===== src/rtl/rtcpi_pkg.sv =====
package rtcpi_pkg;
    localparam int CODE_W    = 4;
    localparam int FSEL_W    = 8;
    localparam int UPPER_W   = FSEL_W - CODE_W;
    localparam int NUM_CODES = 1 << CODE_W;
    // The slowest code needs a carry out of bit NUM_CODES-3.
    localparam int CNT_W     = NUM_CODES - 2;
    localparam logic [FSEL_W-1:0] FSEL_RESET = 8'h26;

    typedef struct packed {
        logic [UPPER_W-1:0] upper;
        logic [CODE_W-1:0]  code;
    } fsel_t;
endpackage


===== src/rtl/rtcpi_fsel_reg.sv =====
module rtcpi_fsel_reg
    import rtcpi_pkg::*;
#(
    parameter logic [FSEL_W-1:0] RST_VAL = FSEL_RESET
) (
    input  logic              clk,
    input  logic              rst_n,
    input  logic              wr_en,
    input  logic [FSEL_W-1:0] wr_data,
    output fsel_t             fsel
);
    typedef struct packed {
        fsel_t fsel;
    } reg_st_t;

    reg_st_t s_d, s_q;

    always_comb begin
        s_d = s_q;
        if (wr_en) begin
            s_d.fsel = fsel_t'(wr_data);
        end
    end

    always_ff @(posedge clk) begin
        if (!rst_n) begin
            s_q.fsel <= fsel_t'(RST_VAL);
        end else begin
            s_q <= s_d;
        end
    end

    assign fsel = s_q.fsel;
endmodule


===== src/rtl/rtcpi_prescaler.sv =====
module rtcpi_prescaler
    import rtcpi_pkg::*;
(
    input  logic             clk,
    input  logic             rst_n,
    input  logic             ref_tick,
    output logic [CNT_W-1:0] cnt
);
    typedef struct packed {
        logic [CNT_W-1:0] cnt;
    } pre_st_t;

    pre_st_t s_d, s_q;

    always_comb begin
        s_d = s_q;
        if (ref_tick) begin
            s_d.cnt = s_q.cnt + CNT_W'(1);
        end
    end

    always_ff @(posedge clk) begin
        if (!rst_n) begin
            s_q.cnt <= '0;
        end else begin
            s_q <= s_d;
        end
    end

    assign cnt = s_q.cnt;
endmodule


===== src/rtl/rtcpi_rate_match.sv =====
module rtcpi_rate_match
    import rtcpi_pkg::*;
(
    input  logic              clk,
    input  logic              rst_n,
    input  logic              ref_tick,
    input  logic [CODE_W-1:0] code,
    input  logic [CNT_W-1:0]  cnt,
    output logic              pulse
);
    // Per code: the low counter bits that must all be one on the last enable.
    logic [CNT_W-1:0] mask_tbl [NUM_CODES];

    for (genvar k = 0; k < NUM_CODES; k++) begin : g_mask
        if (k == 0) begin : g_off
            assign mask_tbl[k] = '0;
        end else begin : g_on
            assign mask_tbl[k] = CNT_W'((64'd1 << (k - 1)) - 64'd1);
        end
    end

    typedef struct packed {
        logic pulse;
    } match_st_t;

    match_st_t s_d, s_q;
    logic [CNT_W-1:0] sel_mask;
    logic             period_end;

    always_comb begin
        sel_mask   = mask_tbl[code];
        period_end = (code != '0) && ((cnt & sel_mask) == sel_mask);
        s_d        = s_q;
        s_d.pulse  = ref_tick && period_end;
    end

    always_ff @(posedge clk) begin
        if (!rst_n) begin
            s_q.pulse <= 1'b0;
        end else begin
            s_q <= s_d;
        end
    end

    assign pulse = s_q.pulse;
endmodule


===== src/rtl/rtc_periodic_rate.sv =====
module rtc_periodic_rate
    import rtcpi_pkg::*;
#(
    parameter logic [FSEL_W-1:0] RESET_FSEL = FSEL_RESET
) (
    input  logic              clk,
    input  logic              rst_n,
    input  logic              ref_tick,
    input  logic              wr_en,
    input  logic [FSEL_W-1:0] wr_data,
    output logic [FSEL_W-1:0] rd_fsel,
    output logic              periodic_pulse
);
    fsel_t            fsel;
    logic [CNT_W-1:0] cnt;

    rtcpi_fsel_reg #(.RST_VAL(RESET_FSEL)) u_fsel (
        .clk     (clk),
        .rst_n   (rst_n),
        .wr_en   (wr_en),
        .wr_data (wr_data),
        .fsel    (fsel)
    );

    rtcpi_prescaler u_pre (
        .clk      (clk),
        .rst_n    (rst_n),
        .ref_tick (ref_tick),
        .cnt      (cnt)
    );

    rtcpi_rate_match u_match (
        .clk      (clk),
        .rst_n    (rst_n),
        .ref_tick (ref_tick),
        .code     (fsel.code),
        .cnt      (cnt),
        .pulse    (periodic_pulse)
    );

    assign rd_fsel = fsel;
endmodule


===== config.mk =====
export PLATFORM = sky130hd
export DESIGN_NAME = rtc_periodic_rate
export DESIGN_NICKNAME = d
export VERILOG_FILES = /design/src/rtl/rtcpi_pkg.sv /design/src/rtl/rtcpi_fsel_reg.sv /design/src/rtl/rtcpi_prescaler.sv /design/src/rtl/rtcpi_rate_match.sv /design/src/rtl/rtc_periodic_rate.sv
export SDC_FILE = /design/constraint.sdc
export NUM_CORES = 1
export LEC_CHECK = 0
export BUFFER_PORTS_ARGS = -buffer_cell sky130_fd_sc_hd__buf_2
export CORE_AREA = 2 2 71 53
export CTS_CLUSTER_DIAMETER = 150
export DETAILED_ROUTE_END_ITERATION = 10
export DIE_AREA = 0 0 73 55
export GPL_ROUTABILITY_DRIVEN = 0
export MAX_ROUTING_LAYER = met4
export SYNTH_ARGS = -nofsm -noshare
export SYNTH_HDL_FRONTEND = slang
export SYNTH_HIERARCHICAL = 1
export SYNTH_SLANG_ARGS = --single-unit

===== constraint.sdc =====
create_clock -name clk -period 4.39 [get_ports clk]
set_input_delay 0.439 -clock clk [delete_from_list [all_inputs] [get_ports clk]]
set_output_delay 0.439 -clock clk [all_outputs]
set_load 0.02 [all_outputs]

==> out/results.ini <==
[run_status]
status = complete, no violations

[synth]
synthCells = 122
synth_edf_count = 0
synth_top_area_cell = dfxtp_1
netlist_top_cells_count = dfxtp_1 (23), nand2_1 (13), mux2i_1 (12)
synth_mux_area_share_pct = 10.79
synth_compound_area_share_pct = 16.07
yosysMostFrequentCell = dfxtp_1
synth-xor-area-share_pct = 3.146
synth_area_leaders = dfxtp_1 (41%), mux2i_1 (11%), nand2_1 (4.4%)
synthAdderAreaFrac_pct = 1.124
synth_fp_nets = 135
yosysWarnings = 6
ys_ff_latch = 23
synth_top_family_by_area = simple AND/OR/NAND/NOR gates
syn_area_sq_um = 1114
avgSynthCellArea_sq_um = 9.128
synth-simple-area-share_pct = 22.13
ys_async_sr_fraction_pct = 0
synth_cell_types = 32
ys_seq_area_share_pct = 41.35
synth_flop_cell = dfxtp_1
synth_top_area_share_pct = 41.35

[timing]
tns_ns = 0
skew_ns = 0.002980
min_period_ns = 1.635
setup_violations = 0
final-max-slew-violation-count = 0
rsz0062_at_grt = false
holdWs_ns = 0.3887
max_freq_mhz = 611.5
hold_viol_final = 0
slew_headroom_pct = 75.95
final.period_utilization_pct = 37.25
tightest_slew_ns = 0.3575

[setup_path]
cp_max_fo = 7
path_class = flip-flop to flip-flop
crit_required_ns = 4.59
endpoint_kind = flip-flop
start_kind = flip-flop
rr_worst_depth = 4
slowest_delay_ns = 0.54
critPathSlowestCell = or4_1
worstPathArrival_ns = 1.83
crit_chain = ha_1 > nand2_1 > or4_1 > a21oi_1

[clock_tree]
numClockSinks = 23
htreeDepth = 1
clk_latency_ns = 0.26
cts.clk_slew.worst_paths_ns = 0.08
cts_root_buf = clkbuf_8
cts_tree = built
cts_inserted_buffers = 3
post_cts_buffers = 0
ctsLongestPathBuffers = 2
cts-resized-gates = 0
cts_hold_buf = 0

[final_layout]
regArea_sq_um = 460.4
syn_to_final_growth_pct = 14.61
final_cells = 182
nets = 156
final_layout_size_suffix_gt1_share_pct = 20.42
antenna_cells = 0
fillers = 343
multi_input_area_sq_um = 593.1
final_util_pct = 38.03

[global_routing]
grt_pass1_wl_um = 4098
grt_pass1_vias = 903
grt_overflow = 0
grt_use_total_pct = 13.66
grt_max_degree = 17
antenna_found_initial = 0

[routing]
vias_per_cell = 5.203
drc_errors = 0
drt_wl_total_um = 2245
dr.pass1.iters = 4
num_vias = 947
drt_iter0_markers = 40
wl_per_cell_um = 12.34
drtAntennaViolNets = 0

[placed_design]
port_buffers = 20
dpl.cell_count = 178
hpwl_um = 1670

[floorplan]
num_rows = 18
ioPinCount = 21
coreArea_sq_um = 3356
fp.dieArea_sq_um = 4015
die_h_um = 55
die_x_um = 73
start_util_pct = 33.18

[power_and_ir_drop]
ir_drop_mv = 0.1792
p_total_uw = 391.2
p_per_area_nw_per_um2 = 306.5
power.leakage_nw = 0.4924

[run]
drv_cap = 0

[min_path]
holdCritPathClass = input pin to flip-flop
hold-path-cell-count = 3

## flip-flops by register name (all words and copies together) (netlist names)
name,flops
u_match/pulse,1
u_pre/cnt,14
u_fsel/fsel,8
## stage by stage
step | setup slack (ns) | cell area, sq um
floorplan | 2.925 | 1114
global placement | 2.804 | 1230
detailed placement | 2.746 | 1230
CTS | 2.750 | 1276
global route | 2.611 | 1276
finish | 2.755 | 1276
## cell usage in the layout, fill, tap and decap left out, types with 2 or more instances in the layout
master | synthesis | layout
o221ai_1 | 2 | 2
o21ai_0 | 4 | 4
nand2b_1 | 3 | 3
nand2_1 | 13 | 13
inv_1 | 6 | 6
nor2b_1 | 5 | 5
o31ai_1 | 4 | 4
buf_2 | 0 | 20
a21oi_1 | 7 | 7
nor4_1 | 3 | 3
nand3_1 | 3 | 3
a221o_1 | 2 | 2
dfxtp_1 | 23 | 23
nand4_1 | 3 | 3
xor2_1 | 3 | 3
nor2_1 | 8 | 8
or3_1 | 2 | 2
clkbuf_8 | 0 | 3
mux2i_1 | 12 | 12
or4_1 | 4 | 4
## final cells by class
class                      count  area share [%]
timing repair buffer          20           7.843
multi-input combinational     88           46.47
clock buffer                   3           3.235
inverter                       7           2.059
tap                           40           3.922
sequential                    23           36.08
clock inverter                 1          0.3922
## where the power goes
group	leakage [nW]	switching (mW)	internal, mW
clock	0.0255	0.0663	0.0633
sequential	0.187	0.00785	0.215
combinational	0.280	0.0223	0.0166
total	0.492	0.0965	0.295
## critical path, delay by kind of cell, from the launching register on
family                     cells  cell delay, ns
and+or+nand+nor                2            0.71
DFF                            1            0.46
adders and majority gates      1            0.25
AOI/OAI and AO/OA              1            0.15
## path summary, 6_finish.rpt
check	startpoint	to	slack [ns]
worst max-delay path	u_pre/cnt[0]$_SDFFE_PN0P_	u_pre/cnt[8]$_SDFFE_PN0P_	2.75
worst min register to register	u_fsel/fsel[5]$_SDFFE_PN1P_	u_fsel/fsel[5]$_SDFFE_PN1P_	0.49
worst max register to register	u_pre/cnt[0]$_SDFFE_PN0P_	u_pre/cnt[8]$_SDFFE_PN0P_	2.75
worst min-delay path	wr_data[1]	u_fsel/fsel[1]$_SDFFE_PN1P_	0.39
## layer usage
layer | track usage [%] | vias to the layer above | part of all wire [%]
li1 | - | 482 | -
met1 | 18.10 | 446 | 53
met2 | 20.57 | 17 | 42
met3 | 4.348 | 2 | 4.3
met4 | 2.778 | 0 | 0.53
met5 | - | - | 0
## cells by family after synthesis
family          count (synthesis)
compound gates                 25
xor+xnor                        4
fa+ha+maj                       1
buf+inv                        11
flops                          23
mux                            12
simple gates                   46
Power figures use the tool's default switching activity.
